--- src/rtl/nibcpu_pkg.sv ---
package nibcpu_pkg;

    localparam int DW    = 8;
    localparam int AW    = 8;
    localparam int IMM_W = 4;
    localparam int OP_W  = DW - IMM_W;

    typedef logic [DW-1:0]    byte_t;
    typedef logic [AW-1:0]    addr_t;
    typedef logic [IMM_W-1:0] imm_t;
    typedef logic [OP_W-1:0]  op_t;

    localparam op_t OPC_NOP  = 4'h0;
    localparam op_t OPC_SET  = 4'h1;
    localparam op_t OPC_SHL  = 4'h2;
    localparam op_t OPC_OR   = 4'h3;
    localparam op_t OPC_SHIN = 4'h4;
    localparam op_t OPC_BASE = 4'h5;
    localparam op_t OPC_LOAD = 4'h6;
    localparam op_t OPC_STOR = 4'h7;
    localparam op_t OPC_ADD  = 4'h8;
    localparam op_t OPC_AND  = 4'h9;
    localparam op_t OPC_XOR  = 4'hA;
    localparam op_t OPC_HALT = 4'hF;

    typedef enum logic [1:0] {
        ST_FETCH = 2'd0,
        ST_EXEC  = 2'd1,
        ST_MEM   = 2'd2,
        ST_STOP  = 2'd3
    } state_e;

    typedef enum logic [2:0] {
        ALU_PASS,
        ALU_SET,
        ALU_SHL,
        ALU_OR,
        ALU_SHIN,
        ALU_ADD,
        ALU_AND,
        ALU_XOR
    } alu_op_e;

    typedef struct packed {
        alu_op_e alu_op;
        logic    wr_acc;
        logic    wr_base;
        logic    is_load;
        logic    is_store;
        logic    is_halt;
    } dec_t;

    function automatic byte_t zext(input imm_t v);
        return {{(DW-IMM_W){1'b0}}, v};
    endfunction

    function automatic imm_t imm_of(input byte_t instr);
        return instr[IMM_W-1:0];
    endfunction

    function automatic op_t op_of(input byte_t instr);
        return instr[DW-1:IMM_W];
    endfunction

endpackage

--- src/rtl/nibcpu_decode.sv ---
module nibcpu_decode
    import nibcpu_pkg::*;
(
    input  byte_t instr,
    output dec_t  dec
);
    always_comb begin
        dec = '{alu_op: ALU_PASS, wr_acc: 1'b0, wr_base: 1'b0,
                is_load: 1'b0, is_store: 1'b0, is_halt: 1'b0};
        unique case (op_of(instr))
            OPC_SET:  begin dec.alu_op = ALU_SET;  dec.wr_acc = 1'b1; end
            OPC_SHL:  begin dec.alu_op = ALU_SHL;  dec.wr_acc = 1'b1; end
            OPC_OR:   begin dec.alu_op = ALU_OR;   dec.wr_acc = 1'b1; end
            OPC_SHIN: begin dec.alu_op = ALU_SHIN; dec.wr_acc = 1'b1; end
            OPC_ADD:  begin dec.alu_op = ALU_ADD;  dec.wr_acc = 1'b1; end
            OPC_AND:  begin dec.alu_op = ALU_AND;  dec.wr_acc = 1'b1; end
            OPC_XOR:  begin dec.alu_op = ALU_XOR;  dec.wr_acc = 1'b1; end
            OPC_BASE: dec.wr_base  = 1'b1;
            OPC_LOAD: dec.is_load  = 1'b1;
            OPC_STOR: dec.is_store = 1'b1;
            OPC_HALT: dec.is_halt  = 1'b1;
            default:  ;
        endcase
    end
endmodule

--- src/rtl/nibcpu_alu.sv ---
module nibcpu_alu
    import nibcpu_pkg::*;
(
    input  alu_op_e op,
    input  byte_t   acc,
    input  imm_t    imm,
    output byte_t   res
);
    byte_t ext;
    assign ext = zext(imm);

    always_comb begin
        unique case (op)
            ALU_SET:  res = ext;
            ALU_SHL:  res = acc << imm;
            ALU_OR:   res = acc | ext;
            ALU_SHIN: res = {acc[DW-IMM_W-1:0], imm};
            ALU_ADD:  res = acc + ext;
            ALU_AND:  res = acc & ext;
            ALU_XOR:  res = acc ^ ext;
            default:  res = acc;
        endcase
    end
endmodule

--- src/rtl/nibcpu_seq.sv ---
module nibcpu_seq
    import nibcpu_pkg::*;
(
    input  logic   clk,
    input  logic   rst,
    input  dec_t   dec,
    output state_e state
);
    state_e nxt;

    always_comb begin
        nxt = state;
        unique case (state)
            ST_FETCH: nxt = ST_EXEC;
            ST_EXEC: begin
                if (dec.is_halt)
                    nxt = ST_STOP;
                else if (dec.is_load || dec.is_store)
                    nxt = ST_MEM;
                else
                    nxt = ST_FETCH;
            end
            ST_MEM:   nxt = ST_FETCH;
            ST_STOP:  nxt = ST_STOP;
            default:  nxt = ST_FETCH;
        endcase
    end

    always_ff @(posedge clk) begin
        if (rst) state <= ST_FETCH;
        else     state <= nxt;
    end
endmodule

--- src/rtl/nibcpu_top.sv ---
module nibcpu_top
    import nibcpu_pkg::*;
#(
    parameter logic [7:0] PC_RESET = 8'h00
)(
    input  logic       clk,
    input  logic       rst,
    output logic [7:0] mem_addr,
    input  logic [7:0] mem_rdata,
    output logic [7:0] mem_wdata,
    output logic       mem_we,
    output logic [7:0] acc_o,
    output logic [7:0] base_o,
    output logic       halted
);
    state_e state;
    addr_t  pc;
    byte_t  ir;
    byte_t  acc;
    byte_t  base;
    dec_t   dec;
    byte_t  alu_res;
    addr_t  data_addr;

    nibcpu_decode u_dec (
        .instr (ir),
        .dec   (dec)
    );

    nibcpu_alu u_alu (
        .op  (dec.alu_op),
        .acc (acc),
        .imm (imm_of(ir)),
        .res (alu_res)
    );

    nibcpu_seq u_seq (
        .clk   (clk),
        .rst   (rst),
        .dec   (dec),
        .state (state)
    );

    assign data_addr = base + zext(imm_of(ir));

    always_ff @(posedge clk) begin
        if (rst) begin
            pc   <= PC_RESET;
            ir   <= '0;
            acc  <= '0;
            base <= '0;
        end else begin
            unique case (state)
                ST_FETCH: begin
                    ir <= mem_rdata;
                    pc <= pc + addr_t'(1);
                end
                ST_EXEC: begin
                    if (dec.wr_acc)  acc  <= alu_res;
                    if (dec.wr_base) base <= acc;
                end
                ST_MEM: begin
                    if (dec.is_load) acc <= mem_rdata;
                end
                default: ;
            endcase
        end
    end

    assign mem_addr  = (state == ST_MEM) ? data_addr : pc;
    assign mem_we    = (state == ST_MEM) && dec.is_store;
    assign mem_wdata = acc;
    assign acc_o     = acc;
    assign base_o    = base;
    assign halted    = (state == ST_STOP);
endmodule

--- config.mk ---
export PLATFORM = sky130hd
export DESIGN_NAME = nibcpu_top
export DESIGN_NICKNAME = d
export VERILOG_FILES = /design/src/rtl/nibcpu_pkg.sv /design/src/rtl/nibcpu_decode.sv /design/src/rtl/nibcpu_alu.sv /design/src/rtl/nibcpu_seq.sv /design/src/rtl/nibcpu_top.sv
export SDC_FILE = /design/constraint.sdc
export NUM_CORES = 1
export LEC_CHECK = 0
export ABC_CLOCK_PERIOD_IN_PS = 4800
export BUFFER_PORTS_ARGS = -buffer_cell sky130_fd_sc_hd__buf_4
export CELL_PAD_IN_SITES_DETAIL_PLACEMENT = 1
export CELL_PAD_IN_SITES_GLOBAL_PLACEMENT = 1
export CORE_AREA = 2 2 108 110
export CTS_BUF_LIST = sky130_fd_sc_hd__clkbuf_8
export DETAILED_ROUTE_END_ITERATION = 12
export DIE_AREA = 0 0 110 112
export PLACE_DENSITY = 0.56
export SKIP_CTS_REPAIR_TIMING = 1
export SLEW_MARGIN = 20
export SYNTH_ARGS = -nofsm -noshare
export SYNTH_HDL_FRONTEND = slang
export SYNTH_HIERARCHICAL = 1
export SYNTH_SLANG_ARGS = --single-unit
--- constraint.sdc ---
create_clock -name clk -period 4.8 [get_ports clk]
set_clock_uncertainty 0.15 [all_clocks]
set_input_delay 0.24 -clock clk [delete_from_list [all_inputs] [get_ports clk]]
set_output_delay 0.24 -clock clk [all_outputs]
set_load 0.005 [all_outputs]
## Word-level counts from Yosys, hierarchy flattened

Cells that the tools add are included.
W data, S select, Z words.

| word-level totals | value |
|---|---|
| bits in registers | 34 |
| latch bits | 0 |
| bits in writable memories | 0 |
| memory bits (read-only) | 0 |
| bits of input ports | 10 |
| output and inout bits | 34 |
| word-level logic and storage cells | 55 |
| memories | 0 |

| cells by class | value |
|---|---|
| add/subtract/negate cells | 3 |
| multiply operators | 0 |
| div/mod/pow operators | 0 |
| $lt $le $gt $ge | 0 |
| equality and inequality tests | 24 |
| shift operators | 1 |
| multiplexer cells | 13 |
| bitwise gates (word level) | 3 |
| reductions and logical operators | 6 |

Operators by type and width:

| kind | number |
|---|---|
| $pmux W8 S7 | 1 |
| $pmux W4 S7 | 1 |
| $mux W8 | 3 |
| $add A8 B4 Y8 | 2 |
| $eq A4 B3 Y1 const B | 4 |
| $eq A4 B4 Y1 const B | 4 |
| $pmux W8 S2 | 1 |
| $eq A3 B3 Y1 const B | 4 |
| $add A8 B1 Y8 const B | 1 |
| $and A8 B4 Y8 | 1 |
| $eq A4 B2 Y1 const B | 2 |
| $ne A8 B8 Y1 const B | 1 |
| $or A8 B4 Y8 | 1 |
| $pmux W2 S4 | 1 |
| $shl A8 B4 Y8 | 1 |
| $xor A8 B4 Y8 | 1 |
| $eq A3 B2 Y1 const B | 2 |
| $eq A2 B2 Y1 const B | 2 |
| $eq A4 B1 Y1 const B | 1 |
| $mux W1 | 4 |
| $mux W2 | 2 |
| $reduce_and A4 Y1 | 1 |
| $eq A3 B1 Y1 const B | 1 |
| $eq A2 B1 Y1 const B | 1 |
| 7 further kinds | 7 |

## Depth between registers and ports, before layout

| logic depth | value |
|---|---|
| depth after elaboration | 6 |
| gate-level depth with buffers | 12 |
| mapped depth without buffers | 9 |

## By module

The synthesis kept the hierarchy.

By module, submodules not included:

| module | instances | cells an instance | area an instance (um^2) | seq. area each (um^2) |
|---|---|---|---|---|
| nibcpu_top | 1 | 215 | 1761.7 | 640.6 |
| nibcpu_alu | 1 | 137 | 967.2 | 0.0 |
| nibcpu_decode | 1 | 21 | 136.4 | 0.0 |
| nibcpu_seq | 1 | 7 | 76.3 | 40.0 |

## Worst setup path before layout

Ideal clock, no wire load.

| timing | value |
|---|---|
| kind | reg-to-reg |
| from | register ir[4] |
| to | register acc[7], in the netlist acc_o[7] |
| library setup time | 0.088 ns |
| arrival | 2.170 ns |
| data required time | 4.562 ns |
| slack | 2.392 ns |
| cell stages (with the launch flop) | 12 |
| path buffers | 2 |
| period minus slack after synthesis | 2.408 ns |
| path through | dfxtp_1 buf_2 a21oi_1 a21o_2 buf_2 nor4b_4 o21ai_0 a211o_1 o2111ai_1 o211a_1 nand2_1 a311oi_2 |

RTL lines:

| what | line | source |
|---|---|---|
| start, declared | nibcpu_top.sv:18 | `byte_t ir;` |
| start signal, assigned | nibcpu_top.sv:55 | `ir <= mem_rdata;` |
| end signal, assigned | nibcpu_top.sv:59 | `if (dec.wr_acc) acc <= alu_res;` |
| end signal, assigned | nibcpu_top.sv:63 | `if (dec.is_load) acc <= mem_rdata;` |
| end, declared | nibcpu_top.sv:19 | `byte_t acc;` |

## Final worst setup path

| timing | value |
|---|---|
| from | register ir[0] |
| to | output port mem_addr[4] |

| between the ends | value |
|---|---|
| cells in the longest elaborated chain, start to end | 2 |

Ends and longest elaborated chain:

| what | line | source |
|---|---|---|
| $add A8 B4 Y8 | nibcpu_top.sv:44 | `assign data_addr = base + zext(imm_of(ir));` |
| $mux W8 | nibcpu_top.sv:70 | `assign mem_addr = (state == ST_MEM) ? data_addr : pc;` |
| end, declared | nibcpu_top.sv:8 | `output logic [7:0] mem_addr,` |

No other way between the ends.

==> impl_metrics.toml <==
[sta]
final.setup.tns_ps = 0
layout_setup_ws_ps = 1833
worst_slew_pin_slew_ps = 1014
slew_viol_final = 0
finalSetupViolCount = 0
timing.final.hold_violations = 0
slew_headroom_pct = 32.18
fin_crit_sh_pct = 61.80
rsz0062_at_grt = "no"
min_period_ps = 2967
max_freq_mhz = 337.1

[logic_synthesis]
seq_area_frac_synth_pct = 23.14
yosysMostFrequentCell = "nand2_1"
synth_warnings = 6
synth_cells = 380
ys.flop_type = "dfxtp_1"
syn_area_sq_mm = 0.002942
synth_cell_types = 68
synth_top_area_share_pct = 23.14
ys_seq_elements = 34
synthArstFlopShare_pct = 0
syn_nets = 406
synth_top_area_cell = "dfxtp_1"
synth_edf_count = 0
synth_common_cells = "nand2_1, dfxtp_1, nor2_1"
avgSynthCellArea_sq_um = 7.741
yosys-top-cells-area = "dfxtp_1, nand2_1, ha_1, a21oi_1, a311oi_2"

[clock_tree]
cts_made_buffers = 5
clkLatencyLatePin_ps = 290
cts_sinks = 34
clk_path_buf_depth = 2
clk_pin_slew_worst_paths_ps = 70
cts_tree = "yes"
cts_max_level = 2
cts_root_buffer = "clkbuf_8"

[placement]
hpwl_mm = 6.971
place.gp.congestion = 0.8505
dp_slack_ps = 1862
io_buffer_count = 43

[grt]
grt_pass1_vias = 2831
grt_overflow_total = 0
antenna_found_initial = 0
grt_usage_pct = 16.01
grt_pass1_wl_mm = 15.39
grt_max_degree = 35

[critical_path]
start_kind = "flop"
cp_max_fo = 13
path_class = "reg -> out"
cp_data_arrival_time_ps = 2580
crit_chain = "ha_1 -> inv_1 -> fa_1 -> nor2b_1 -> o21a_1 -> nor3_1 -> o31ai_1 -> buf_4"
crit_family = "adder cells"
crit_path_end_kind = "output pin"
worstPathRequired_ps = 4410
cpPeakStageDelay_ps = 690
cpMaxStageDelayCell = "dfxtp_1"
cp_num_buf_inv = 2

[detailed_routing]
finalWirelength_mm = 9.548
drtAntennaViolNets = 0
first_pass_iters = 4
wire_per_inst_um = 17.46
drcViolationCount = 0
vias = 2759
vias_per_cell = 5.044
drtIter0Drc = 141

[die]
row_count = 39
core_area_sq_mm = 0.01117
die_h_um = 112
die_area_sq_mm = 0.01232
pin_count = 44
start_util_pct = 26.32
die_w_um = 110

[status]
status = "finished clean"

[cells_and_area]
multi_input_area_sq_mm = 0.002006
n_antenna_cell = 0
nets = 429
drive_gt1_share_pct = 20.30
ff_latch_area_sq_um = 680.7
fill_cells = 1354
area_growth_pct = 14.42

[power_and_ir_drop]
ir_worst_vdd_mv = 0.08413
powerDensity_mw_per_mm2 = 246.8
total_power_mw = 0.8308
leakage_nw = 1.300

[flow_run]
maxCapViolations = 0

[worst_hold_path]
hp-class = "in -> reg"
## per-layer routing
layer  GRT usage, %  part of all wire, %
met5              0                    0
met4          3.038                 0.78
met3          2.342                  3.0
met2          25.81                   47
met1          22.66                   49
## layout make-up
| cell class | instances | share of cell area, % |
|---|---|---|
| Inverter | 15 | 1.673 |
| Timing Repair Buffer | 47 | 10.48 |
| Clock buffer | 6 | 2.454 |
| Multi-Input combinational cell | 300 | 59.59 |
| Sequential cell | 34 | 20.22 |
| Clock inverter | 2 | 0.2602 |
| Tap cell | 143 | 5.316 |
## kinds of logic after synthesis
kind of cell             Yosys count  synth area share, %
AO/OA/AOI/OAI                     97                24.67
buffers and inverters             46                8.677
AND/OR/NAND/NOR                  157                25.95
flip-flops                        34                23.14
multiplexers                      15                5.657
XOR/XNOR                          12                3.573
adder cells (fa/ha/maj)           19                8.337
## worst reg2reg max path, stage by stage (launching register included)
cell and delay (ps):
dfxtp_1 690, inv_1 250, ha_1 370, a211oi_1 400, o21ba_2 250, o21ai_0 80, o21ai_0 210, o21a_1 140
nand2_1 50, a311oi_2 260
## through the flow
step	hold WS (ps)	std cells	utilization (%)	area, sq um
final	55.79	547	30.12	3366
after global routing	63.30	547	30.12	3366
after CTS	45.42	547	30.12	3366
after detailed placement	346.2	539	29.30	3274
after global placement	339.1	539	29.30	3274
after floorplan	154.6	380	-	2942
## layout by cell type, fill, tap and decap left out, types with 5 or more instances in the layout
| cell type | count |
|---|---|
| mux2i_1 | 11 |
| nor3_1 | 5 |
| a211oi_1 | 5 |
| clkbuf_8 | 6 |
| ha_1 | 14 |
| a21oi_1 | 28 |
| nand3_1 | 14 |
| o21a_1 | 5 |
| nor3b_1 | 10 |
| inv_1 | 15 |
| a311oi_2 | 8 |
| nand2_1 | 70 |
| buf_4 | 47 |
| xor2_1 | 8 |
| o21ai_0 | 14 |
| o22ai_1 | 5 |
| dfxtp_1 | 34 |
| nand2b_1 | 6 |
| nor2_1 | 30 |
## registers in the layout (all words and copies together) (netlist names)
signal and cells:
acc_o 8, ir 8, u_seq/state 2, pc 8, base_o 8
## power breakdown
part / switching [mW] / total (mW) / leakage, nW / internal, mW
clock network: 0.115 / 0.229 / 0.0524 / 0.114
registers: 0.0427 / 0.340 / 0.278 / 0.297
logic: 0.144 / 0.262 / 0.970 / 0.118
total: 0.302 / 0.831 / 1.30 / 0.529
## final timing paths
kind / start / to / slack [ps] / depth (start not counted)
worst max-delay path: ir[0] / mem_addr[4] / 1830 / 8
worst min-delay path: mem_rdata[6] / ir[6] / 60 / 3
worst max register to register: ir[1] / acc_o[5] / 1880 / 9
worst min register to register: base_o[3] / base_o[3] / 350 / 2
Note: power is estimated with default switching activity, not from simulation.
